`src/rtl/vbr_pkg.sv`:
```
package vbr_pkg;

    typedef enum logic [1:0] {
        ST_IDLE  = 2'd0,
        ST_SCAN  = 2'd1,
        ST_TRAIN = 2'd2
    } vbr_state_e;

    localparam logic [63:0] VBR_HASH_K = 64'h9E3779B97F4A7C15;

    // Per-iteration hash product; callers keep the low bits they need.
    function automatic logic [63:0] vbr_hash(input logic [7:0] iter);
        return {56'd0, iter} * VBR_HASH_K;
    endfunction

endpackage

```
`src/rtl/vbr_vaddr.sv`:
```
module vbr_vaddr #(
    parameter int PC_W   = 32,
    parameter int HIST_W = 16,
    parameter int ITER_W = 2
) (
    input  logic [PC_W-1:0]   base_pc,
    input  logic [HIST_W-1:0] base_hist,
    input  logic [ITER_W-1:0] iter,
    output logic [PC_W-1:0]   vpc,
    output logic [HIST_W-1:0] vhist
);
    import vbr_pkg::*;

    logic [63:0] prod;

    always_comb begin
        prod  = vbr_hash(8'(iter));
        vpc   = base_pc ^ prod[PC_W-1:0];
        vhist = base_hist << iter;
    end

endmodule

```
`src/rtl/vbr_victim.sv`:
```
module vbr_victim #(
    parameter int ITER_W = 2,
    parameter int CNT_W  = 2
) (
    input  logic              clk,
    input  logic              rst,
    input  logic              sample,
    input  logic              first,
    input  logic [ITER_W-1:0] cur_idx,
    input  logic              cur_valid,
    input  logic [CNT_W-1:0]  cur_cnt,
    output logic [ITER_W-1:0] sel_idx
);
    logic [ITER_W-1:0] best_idx;
    logic              best_empty;
    logic [CNT_W-1:0]  best_cnt;
    logic              better;

    // An empty slot beats any filled one, then a strictly lower count wins.
    always_comb begin
        if (first)
            better = 1'b1;
        else if (best_empty)
            better = 1'b0;
        else if (!cur_valid)
            better = 1'b1;
        else
            better = (cur_cnt < best_cnt);
        sel_idx = better ? cur_idx : best_idx;
    end

    always_ff @(posedge clk) begin
        if (rst) begin
            best_idx   <= '0;
            best_empty <= 1'b0;
            best_cnt   <= '0;
        end else if (sample && better) begin
            best_idx   <= cur_idx;
            best_empty <= !cur_valid;
            best_cnt   <= cur_cnt;
        end
    end

endmodule

```
`src/rtl/vbr_trainer.sv`:
```
module vbr_trainer #(
    parameter int PC_W     = 32,
    parameter int HIST_W   = 16,
    parameter int MAX_ITER = 4,
    parameter int CNT_W    = 2,
    localparam int ITER_W  = (MAX_ITER > 1) ? $clog2(MAX_ITER) : 1
) (
    input  logic              clk,
    input  logic              rst,
    input  logic              start,
    input  logic [PC_W-1:0]   rt_pc,
    input  logic [HIST_W-1:0] rt_hist,
    input  logic [PC_W-1:0]   rt_tgt,
    input  logic [ITER_W-1:0] rt_iter,
    input  logic              rt_hit,
    output logic              busy,
    output logic              buf_rd_en,
    output logic [PC_W-1:0]   buf_rd_addr,
    input  logic              buf_rd_valid,
    input  logic [PC_W-1:0]   buf_rd_tgt,
    input  logic [CNT_W-1:0]  buf_rd_cnt,
    output logic              dp_upd_valid,
    output logic [PC_W-1:0]   dp_upd_pc,
    output logic [HIST_W-1:0] dp_upd_hist,
    output logic              dp_upd_taken,
    output logic              buf_wr_en,
    output logic [PC_W-1:0]   buf_wr_addr,
    output logic [PC_W-1:0]   buf_wr_tgt,
    output logic [CNT_W-1:0]  buf_wr_cnt
);
    import vbr_pkg::*;

    localparam logic [ITER_W-1:0] LAST_ITER = ITER_W'(MAX_ITER - 1);
    localparam logic [CNT_W-1:0]  CNT_MAX   = '1;
    localparam logic [CNT_W-1:0]  CNT_NEW   = CNT_W'(1);

    vbr_state_e        state_q;
    logic [ITER_W-1:0] iter_q;
    logic [ITER_W-1:0] final_q;
    logic              insert_q;
    logic [PC_W-1:0]   pc_q;
    logic [HIST_W-1:0] hist_q;
    logic [PC_W-1:0]   tgt_q;

    logic [PC_W-1:0]   vpc;
    logic [HIST_W-1:0] vhist;
    logic [ITER_W-1:0] victim_idx;
    logic              scanning;
    logic              match;
    logic              at_final;

    vbr_vaddr #(.PC_W(PC_W), .HIST_W(HIST_W), .ITER_W(ITER_W)) u_vaddr (
        .base_pc   (pc_q),
        .base_hist (hist_q),
        .iter      (iter_q),
        .vpc       (vpc),
        .vhist     (vhist)
    );

    vbr_victim #(.ITER_W(ITER_W), .CNT_W(CNT_W)) u_victim (
        .clk       (clk),
        .rst       (rst),
        .sample    (scanning),
        .first     (iter_q == '0),
        .cur_idx   (iter_q),
        .cur_valid (buf_rd_valid),
        .cur_cnt   (buf_rd_cnt),
        .sel_idx   (victim_idx)
    );

    always_comb begin
        scanning     = (state_q == ST_SCAN);
        match        = buf_rd_valid && (buf_rd_tgt == tgt_q);
        at_final     = (state_q == ST_TRAIN) && (iter_q == final_q);
        busy         = (state_q != ST_IDLE);
        buf_rd_en    = busy;
        buf_rd_addr  = vpc;
        dp_upd_valid = (state_q == ST_TRAIN);
        dp_upd_pc    = vpc;
        dp_upd_hist  = vhist;
        dp_upd_taken = at_final;
        buf_wr_en    = at_final;
        buf_wr_addr  = vpc;
        buf_wr_tgt   = tgt_q;
        if (insert_q)
            buf_wr_cnt = CNT_NEW;
        else if (buf_rd_cnt == CNT_MAX)
            buf_wr_cnt = CNT_MAX;
        else
            buf_wr_cnt = buf_rd_cnt + CNT_NEW;
    end

    always_ff @(posedge clk) begin
        if (rst) begin
            state_q  <= ST_IDLE;
            iter_q   <= '0;
            final_q  <= '0;
            insert_q <= 1'b0;
            pc_q     <= '0;
            hist_q   <= '0;
            tgt_q    <= '0;
        end else begin
            unique case (state_q)
                ST_IDLE: begin
                    if (start) begin
                        pc_q     <= rt_pc;
                        hist_q   <= rt_hist;
                        tgt_q    <= rt_tgt;
                        iter_q   <= '0;
                        insert_q <= 1'b0;
                        final_q  <= rt_iter;
                        state_q  <= rt_hit ? ST_TRAIN : ST_SCAN;
                    end
                end
                ST_SCAN: begin
                    if (match) begin
                        final_q <= iter_q;
                        iter_q  <= '0;
                        state_q <= ST_TRAIN;
                    end else if (iter_q == LAST_ITER) begin
                        final_q  <= victim_idx;
                        insert_q <= 1'b1;
                        iter_q   <= '0;
                        state_q  <= ST_TRAIN;
                    end else begin
                        iter_q <= iter_q + 1'b1;
                    end
                end
                ST_TRAIN: begin
                    if (iter_q == final_q)
                        state_q <= ST_IDLE;
                    else
                        iter_q <= iter_q + 1'b1;
                end
                default: state_q <= ST_IDLE;
            endcase
        end
    end

endmodule

```
`config.mk`:
```
export PLATFORM = sky130hd
export DESIGN_NAME = vbr_trainer
export DESIGN_NICKNAME = d
export VERILOG_FILES = /design/src/rtl/vbr_pkg.sv /design/src/rtl/vbr_vaddr.sv /design/src/rtl/vbr_victim.sv /design/src/rtl/vbr_trainer.sv
export SDC_FILE = /design/constraint.sdc
export NUM_CORES = 1
export LEC_CHECK = 0
export ABC_AREA = 0
export BUFFER_PORTS_ARGS = -buffer_cell sky130_fd_sc_hd__buf_4
export CELL_PAD_IN_SITES_DETAIL_PLACEMENT = 0
export CELL_PAD_IN_SITES_GLOBAL_PLACEMENT = 1
export CORE_MARGIN = 2
export CORE_UTILIZATION = 34
export CTS_CLUSTER_SIZE = 14
export DETAILED_ROUTE_END_ITERATION = 8
export PLACE_DENSITY_LB_ADDON = 0.12
export SLEW_MARGIN = 20
export SYNTH_ARGS = -nofsm -noshare
export SYNTH_HDL_FRONTEND = slang
export SYNTH_HIERARCHICAL = 1
export SYNTH_SLANG_ARGS = --single-unit
```
`constraint.sdc`:
```
create_clock -name clk -period 5.99 [get_ports clk]
set_clock_uncertainty 0.05 [all_clocks]
set_input_delay 0.2995 -clock clk [delete_from_list [all_inputs] [get_ports clk]]
set_output_delay 0.2995 -clock clk [all_outputs]
set_load 0.01 [all_outputs]
```
==> qor.yml, run 1 <==
overflow: 0
status: "complete, no violations"
ys_seq_area_frac: 0.358
dieHeight_um: 127
crit_chain: "clkinv_1 -> ha_1 -> xor2_1 -> buf_4"
first_global_vias: 4535
clock-sinks: 92
cp-end-kind: "primary output"
peakVddDrop_v: 0.000154
cap_violations: 0
die_area_sq_um: 16100
io_buffers: 271
core-area_sq_um: 14600
synth_cell_type_count: 47
highest_layer: "met4"
via_per_inst: 4.67
place_inst: 984
hold_buffers: 0
critPathTopFamily: "flip-flops"
critPathBufInv: 2
place.gp.congestion: 0.812
diodes: 0
syn-instance-count: 633
finalSetupViolCount: 0
finalSetupTns_ps: 0
antenna_found_initial: 0
worstPathMaxFanout: 32
cts_buffers: 9
synth_seq_cells: 92
routed_wl_mm: 15.8
hold_slack_ps: 153
yosysWarnings: 6
leakage_nw: 3.25
hold_path.class: "in2reg"
finish.instance_area_sq_um: 6980
syn_to_final_growth_pct: 35.7
synthTopCellsByArea: "dfxtp_1, nand2_1, buf_4"
timing_hold_violations_final: 0
slew_violations: 0
worstPathRequired_ps: 5640
cts_resized: 0
syn-num-nets: 765
ant_nets: 0
rsz0062_at_grt: "false"
post_cts_buffers: 0
nNetsFinal: 943
worst-setup-path-type: "reg2out"
fmax_ghz: 0.320
synth_top_area_cell: "dfxtp_1"
h-tree-depth: 3
post_drt_wl_per_cell_um: 15.8
drt_iter0_drc: 148
synthesis.area_sq_um: 5140
synth_top_family_by_area: "simple AND/OR/NAND/NOR gates"
synth_compound_area_frac: 0.112
grt_first_pass_wirelength_mm: 23.8
tritoncts: "yes"
dr_wl_met3_mm: 1.39
worstSetupStartpointType: "flip-flop"
cp.arrival_ps: 2770
worstMarginPinSlew_ps: 1040
num_rows: 44
fin_crit_sh: 0.521
vias: 4674
ioPinCount: 272
dr_wl_met2_mm: 7.84
period_needed_ps: 3120
grt_max_degree: 98
detail_route.first_pass.iterations: 5
layout_commonest_cell: "buf_4"
synthSimpleGateAreaFrac: 0.182
drc: 0
mostFrequentLayoutCells: "buf_4, nand2_1, dfxtp_1, a21oi_1, xnor2_1"
synth_top_area_share: 0.358
slowest_delay_ps: 880
synth_fa_ha_area_frac: 0.0268
synth_xor_xnor_area_share: 0.104
utilization: 0.477
synthMuxAreaShare: 0.0710
power_density_nw_per_um2: 268
detailedPlacementHpwl_mm: 11.9
grt_usage: 0.186
cts-root-buf: "clkbuf_16"
m1WireLength_mm: 6.32
clk_pin_slew_worst_paths_ps: 60
drive_gt1_frac: 0.371
synth_area_per_cell_sq_um: 8.13
post_dp_cell_area_sq_um: 6710
crit_slowest_cell: "dfxtp_2"
clk_latency_ps: 340
fp.dieW_um: 127
start_util: 0.351
max-clock-path-buffers: 2
relSlewSlack: 0.308
final_cells: 1000
-- Yosys cell counts, drive strengths merged --
cell type / number
or2b: 3
and3: 2
o211a: 2
and2: 1
xnor2: 39
mux2i: 32
dfxtp: 92
mux2: 2
mux4: 1
xor2: 22
o21ai: 3
inv: 9
nor4: 2
nand4: 9
or4: 1
buf: 78
a211oi: 3
or2: 2
nand2b: 8
a21boi: 1
nand3b: 1
a21oi: 85
nor2b: 5
clkbuf: 28
nor2: 12
a31o: 2
nand2: 165
ha: 11
clkinv: 1
nor3: 5
o21bai: 1
a211o: 1
a31oi: 2
a2111oi: 1
o32ai: 1
-- routing by layer --
layer	vias up	global-route usage
met1	2121	0.211
met3	12	0.0590
met5	-	0
met2	190	0.336
met4	0	0.0549
li1	2351	-
-- cell type report --
cell class,instances,area (sq um)
flip-flops and latches,92,1840
clock inverters,5,27.5
multi-input cells,425,2550
repair buffers,273,2050
clock buffers,11,243
inverters,10,37.5
well taps,184,230
fillers,1491,7660
-- worst register-to-register path: cells and delay by family (launching register included) --
kind | cells | cell delay (ps)
fa+ha+maj | 1 | 230
simple gates | 1 | 600
buf+inv | 2 | 700
flops | 1 | 330
compound gates | 3 | 670
-- logic make-up (layout without fill, tap and decap cells) --
logic type / Yosys count / after routing
AOI/OAI and AO/OA: 102 / 102
and+or+nand+nor: 216 / 216
adders and majority gates: 11 / 11
xor gates and xnor gates: 61 / 61
buffers and inverters: 116 / 299
muxes: 35 / 35
DFF: 92 / 92
-- final timing paths --
check	start	endpoint	slack (ps)	cells past startpoint
min	rt_hist[14]	hist_q[14]	150	3
max reg2reg	state_q[1]	final_q[1]	3290	7
min reg2reg	hist_q[15]	hist_q[15]	410	2
max	iter_q[0]	buf_wr_addr[11]	2870	4
-- through the flow --
stage | worst slack (ps) | power, mW
floorplan | 3880 | 1.12
global placement | 3280 | 1.36
detailed placement | 3150 | 1.37
CTS | 2780 | 1.90
global route | 2660 | 1.98
finish | 2870 | 1.87
-- registers in the layout, indices dropped and copies added (netlist names) --
register	cells
buf_wr_tgt	32
pc_q	32
hist_q	16
final_q	2
iter_q	2
state_q	2
u_victim/best_cnt	2
u_victim/best_idx	2
insert_q	1
u_victim/best_empty	1
-- where the power goes --
part           switching, mW  leakage, nW  internal (mW)
clock                  0.241        0.135          0.290
sequential            0.0559        0.756          0.670
combinational          0.314         2.36          0.301
total                  0.611         3.25           1.26
Power figures use the tool's default switching activity.
==> run 2: changes to the inputs <==
CORE_UTILIZATION = 29   (was 34)
clock period = 2.5 ns   (was 5.99 ns; I/O delays follow)
==> run 2 against run 1 <==
Final cell count rose by 13%; sequential cell count did not move; critical endpoint is now buf_rd_addr[28]; wire length rose by 6.6%; setup slack got worse by 2600 ps; critical path depth did not move; largest power group unchanged; non-clock buffer count rose by 88; clock-buffer cell count fell by 2.
==> qor.yml, run 2 (synthesis gave the netlist of run 1 again) <==
status: "complete, no violations"  # unchanged
num_rows: 48  # was 44
power_density_nw_per_um2: 598  # was 268 nW/um^2
slowest_delay_ps: 440  # was 880 ps
worstPathRequired_ps: 2330  # was 5640 ps
cp-end-kind: "primary output"  # unchanged
fp.dieW_um: 137  # was 127 um
hold_path.class: "in2reg"  # unchanged
nNetsFinal: 1031  # was 943
drt_iter0_drc: 133  # was 148
leakage_nw: 3.63  # was 3.25 nW
h-tree-depth: 3  # unchanged
max-clock-path-buffers: 2  # unchanged
peakVddDrop_v: 0.000363  # was 0.000154 V
grt_util_met3: 0.0478  # was 0.0590
crit_chain: "clkinv_1 -> ha_1 -> xnor2_1 -> buf_4"  # was clkinv_1 -> ha_1 -> xor2_1 -> buf_4
clk_pin_slew_worst_paths_ps: 70  # was 60 ps
vias: 4974  # was 4674
start_util: 0.297  # was 0.351
post_cts_buffers: 0  # unchanged
layout_commonest_cell: "buf_4"  # unchanged
io_buffers: 271  # unchanged
detailedPlacementHpwl_mm: 12.4  # was 11.9 mm
grt_max_degree: 48  # was 98
globalRouteMet2Util: 0.303  # was 0.336
utilization: 0.458  # was 0.477
crit_slowest_cell: "ha_1"  # was dfxtp_2
core-area_sq_um: 17300  # was 14600 sq um
drc: 0  # unchanged
die_area_sq_um: 18800  # was 16100 sq um
cp.arrival_ps: 2100  # was 2770 ps
tritoncts: "yes"  # unchanged
slew_violations: 0  # unchanged
worstPathMaxFanout: 11  # was 32
dieHeight_um: 137  # was 127 um
mostFrequentLayoutCells: "buf_4, nand2_1, dfxtp_1, a21oi_1, dlygate4sd3_1"  # was buf_4, nand2_1, dfxtp_1, a21oi_1, xnor2_1
ant_nets: 0  # unchanged
clk_latency_ps: 340  # about the same
diodes: 0  # unchanged
ioPinCount: 272  # unchanged
worstSetupStartpointType: "flip-flop"  # unchanged
detail_route.first_pass.iterations: 4  # was 5
timing_hold_violations_final: 0  # unchanged
overflow: 0  # unchanged
period_needed_ps: 2280
grt_first_pass_wirelength_mm: 24.9  # was 23.8 mm
total_power_mw: 4.74  # was 1.87 mW
worst-setup-path-type: "reg2out"  # unchanged
routed_wl_mm: 16.8  # was 15.8 mm
grt_usage: 0.172  # was 0.186
relSlewSlack: 0.661  # was 0.308
clock-sinks: 92  # unchanged
use_met1: 0.202  # was 0.211
post_drt_wl_per_cell_um: 14.9  # was 15.8 um
drive_gt1_frac: 0.345  # was 0.371
finalSetupTns_ps: 0  # unchanged
first_global_vias: 4818  # was 4535
worstMarginPinSlew_ps: 508  # was 1040 ps
finalSetupViolCount: 0  # unchanged
fmax_ghz: 0.439
grt_busiest_layer: "met2"  # unchanged
place.gp.congestion: 0.770  # was 0.812
cts-root-buf: "clkbuf_16"  # unchanged
antenna_found_initial: 0  # unchanged
cap_violations: 0  # unchanged
fin_crit_sh: 0.911
via_per_inst: 4.41  # was 4.67
syn_to_final_growth_pct: 54.1  # was 35.7%
cts_buffers: 9  # unchanged
rsz0062_at_grt: "false"  # unchanged
==> run 2: cell count changes in the layout (fill, tap and decap cells not counted), sizes merged <==
cell,previous run,this run
clkinv,5,4
dlygate4sd3,0,80
clkinvlp,1,2
inv,9,10
clkbuf,11,9
bufinv,0,1
buf,273,281
==> run 2: where the power goes <==
group          switching, mW  leakage [nW]  internal, mW
Combinational          0.794          2.73         0.819
Sequential             0.118         0.756          1.61
Clock                  0.627         0.142         0.781
Total                   1.54          3.63          3.21
==> run 2: worst max-delay path: cells and delay by family (launching register included) <==
| family | cells | cell delay [ps] |
|---|---|---|
| buffers and inverters | 2 | 500 |
| adders and majority gates | 1 | 440 |
| xor gates and xnor gates | 1 | 380 |
| DFF | 1 | 430 |
==> run 2: final cells by class <==
class,count,area (sq um)
Tap cell,225,282
Inverter,10,37.5
Multi-Input combinational cell,425,2550
Sequential cell,92,1840
Fill cell,1707,9370
Clock inverter,7,76.3
Timing Repair Buffer,361,2910
Clock buffer,9,225
==> run 2: path summary, 6_finish.rpt <==
| kind | startpoint | to | slack (ps) | depth (start not counted) |
|---|---|---|---|---|
| max | iter_q[0] | buf_rd_addr[28] | 220 | 4 |
| max reg2reg | buf_wr_tgt[1] | state_q[0] | 340 | 6 |
| min | rt_hit | state_q[0] | 20 | 3 |
| min reg2reg | pc_q[23] | pc_q[23] | 420 | 2 |
==> run 2: per-layer routing <==
| metal | vias to the layer above | part of all wire |
|---|---|---|
| li1 | 2529 | - |
| met1 | 2237 | 0.42 |
| met3 | 13 | 0.083 |
| met4 | 0 | 0.012 |
| met5 | - | 0 |
| met2 | 195 | 0.49 |
==> run 2: repair_timing <==
| item | 4_1_cts | 5_1_grt |
|---|---|---|
| hold endpoints to repair | 80 | 0 |
| gates resized for setup | 0 | 0 |
| hold buffers | 80 | 0 |
==> run 2: stage by stage <==
stage | cell area [sq um] | instances | hold slack (ps) | setup slack [ps]
after global routing | 7930 | 1129 | 34.9 | 26.6
after CTS | 7930 | 1129 | 3.57 | 138
after detailed placement | 6830 | 1033 | 330 | 355
after floorplan | 5140 | 633 | 147 | 566
after global placement | 6830 | 1033 | 320 | 397
final | 7930 | 1129 | 22.6 | 222
==> run 3: changes to the inputs <==
PLACE_DENSITY = 0.78   (was unset)
PLACE_DENSITY_LB_ADDON = unset   (was 0.12)
==> run 3 against run 2 <==
Wire length fell by 2.4%; sequential power is essentially flat; via count fell by 0.46%; non-clock buffer count is 3 lower; sequential cell count unchanged; core utilization about the same; combinational power about the same; design area barely moved; critical endpoint is now buf_rd_addr[29].
==> qor.yml, run 3 (synthesis gave the netlist of run 1 again) <==
drive_gt1_frac: 0.344  # was 0.345
place.gp.congestion: 0.755  # was 0.770
first_global_vias: 4754  # was 4818
start_util: 0.297  # unchanged
tritoncts: "yes"  # unchanged
syn_to_final_growth_pct: 54.0  # was 54.1%
hold_path.startpoint: "buf_rd_cnt[1]"  # was rt_hit
status: "complete, no violations"  # unchanged
hold_buffers: 79  # was 80
worstPathMaxFanout: 7  # was 11
h-tree-depth: 3  # unchanged
cp-end-kind: "primary output"  # unchanged
place_inst: 1031  # was 1033
relSlewSlack: 0.496  # was 0.661
routed_wl_mm: 16.4  # was 16.8 mm
num_rows: 48  # unchanged
timing.rr.end: "state_q[0]"  # unchanged
cp.arrival_ps: 2080  # was 2100 ps
clk_latency_ps: 350  # was 340 ps
ioPinCount: 272  # unchanged
cts_buffers: 9  # unchanged
r2r_start: "buf_wr_tgt[6]"  # was buf_wr_tgt[1]
die_area_sq_um: 18800  # unchanged
grt_usage: 0.171  # was 0.172
slew_violations: 0  # unchanged
fmax_ghz: 0.443  # was 0.439 GHz
fin_crit_sh: 0.903  # was 0.911
finalSetupViolCount: 0  # unchanged
worstPathRequired_ps: 2330  # about the same
ff2ff_path_depth: 6  # unchanged
post_drt_wl_per_cell_um: 14.5  # was 14.9 um
peakVddDrop_v: 0.000333  # was 0.000363 V
finalSetupTns_ps: 0  # unchanged
antenna_found_initial: 1  # was 0
post_dp_cell_area_sq_um: 6830  # about the same
period_needed_ps: 2260  # was 2280 ps
drt_iter0_drc: 153  # was 133
hold_path.class: "in2reg"  # unchanged
grt_max_degree: 81  # was 48
nNetsFinal: 1028  # was 1031
post_cts_buffers: 0  # unchanged
detailedPlacementHpwl_mm: 11.9  # was 12.4 mm
cts-root-buf: "clkbuf_16"  # unchanged
layout_commonest_cell: "buf_4"  # unchanged
fp.dieW_um: 137  # unchanged
cap_violations: 0  # unchanged
max-clock-path-buffers: 2  # unchanged
mostFrequentLayoutCells: "buf_4, nand2_1, dfxtp_1, a21oi_1, dlygate4sd3_1"  # unchanged
cts_resized: 0  # unchanged
hold_depth: 3  # unchanged
grt_first_pass_wirelength_mm: 24.9  # about the same
ant_nets: 0  # unchanged
utilization: 0.458  # about the same
dieHeight_um: 137  # unchanged
leakage_nw: 3.63  # about the same
r2r_setup_slack_ps: 460  # was 340 ps
drc: 0  # unchanged
rsz0062_at_grt: "false"  # unchanged
timing_hold_violations_final: 0  # unchanged
worstSetupStartpointType: "flip-flop"  # unchanged
io_buffers: 271  # unchanged
hold_slack_ps: 23.2  # was 22.6 ps
via_per_inst: 4.39  # was 4.41
clk_pin_slew_worst_paths_ps: 70  # about the same
vias: 4951  # was 4974
power_density_nw_per_um2: 599  # was 598 nW/um^2
clock-sinks: 92  # unchanged
detail_route.first_pass.iterations: 4  # unchanged
min_to: "u_victim/best_cnt[1]"  # was state_q[0]
overflow: 0  # unchanged
worst-setup-path-type: "reg2out"  # unchanged
core-area_sq_um: 17300  # unchanged
finish.instance_area_sq_um: 7920  # was 7930 sq um
worstMarginPinSlew_ps: 756  # was 508 ps
final_cells: 1127  # was 1129
==> run 3: area by class of cell <==
class | instances | area [sq um]
fill | 1759 | 9380
timing repair buffer | 358 | 2900
multi-input combinational | 425 | 2560
sequential | 92 | 1840
tap | 225 | 282
clock buffer | 10 | 239
clock inverter | 6 | 62.6
inverter | 10 | 37.5
antenna | 1 | 2.50
==> run 3: critical path: stages (launching register included) <==
cell and delay, ps:
dfxtp_2 370, clkinv_1 290, ha_1 360, xnor2_1 470
buf_4 240
==> run 3: worst max-delay path by stage <==
stage                               from         endpoint  slack (ps)  cells after the start
after floorplan                iter_q[0]  buf_wr_addr[12]         570                      6
after global placement    buf_wr_tgt[26]       state_q[0]         510                      6
after detailed placement       iter_q[0]        iter_q[0]         460                      6
after CTS                      iter_q[0]  buf_rd_addr[29]         150                      4
after global routing           iter_q[0]  buf_rd_addr[29]          70                      4
final                          iter_q[0]  buf_rd_addr[29]         240                      4
==> run 3: metrics by stage <==
| stage | worst slack [ps] | power [mW] |
|---|---|---|
| after floorplan | 566 | 2.68 |
| after global placement | 510 | 3.28 |
| after detailed placement | 462 | 3.29 |
| after CTS | 151 | 4.84 |
| after global routing | 74.6 | 5.05 |
| final | 244 | 4.75 |
==> run 3: report_power, final <==
group          internal, mW  switching, mW  leakage, nW
clock network         0.803          0.610        0.153
registers              1.61          0.111        0.756
logic                 0.818          0.800         2.72
==> run 3: layer usage <==
metal	up-vias	track usage	routed length [um]	part of all wire
li1	2517	-	-	-
met1	2235	0.206	6810	0.42
met2	178	0.294	8080	0.49
met3	21	0.0434	1160	0.071
met4	0	0.0619	330	0.020
met5	-	0	0	0
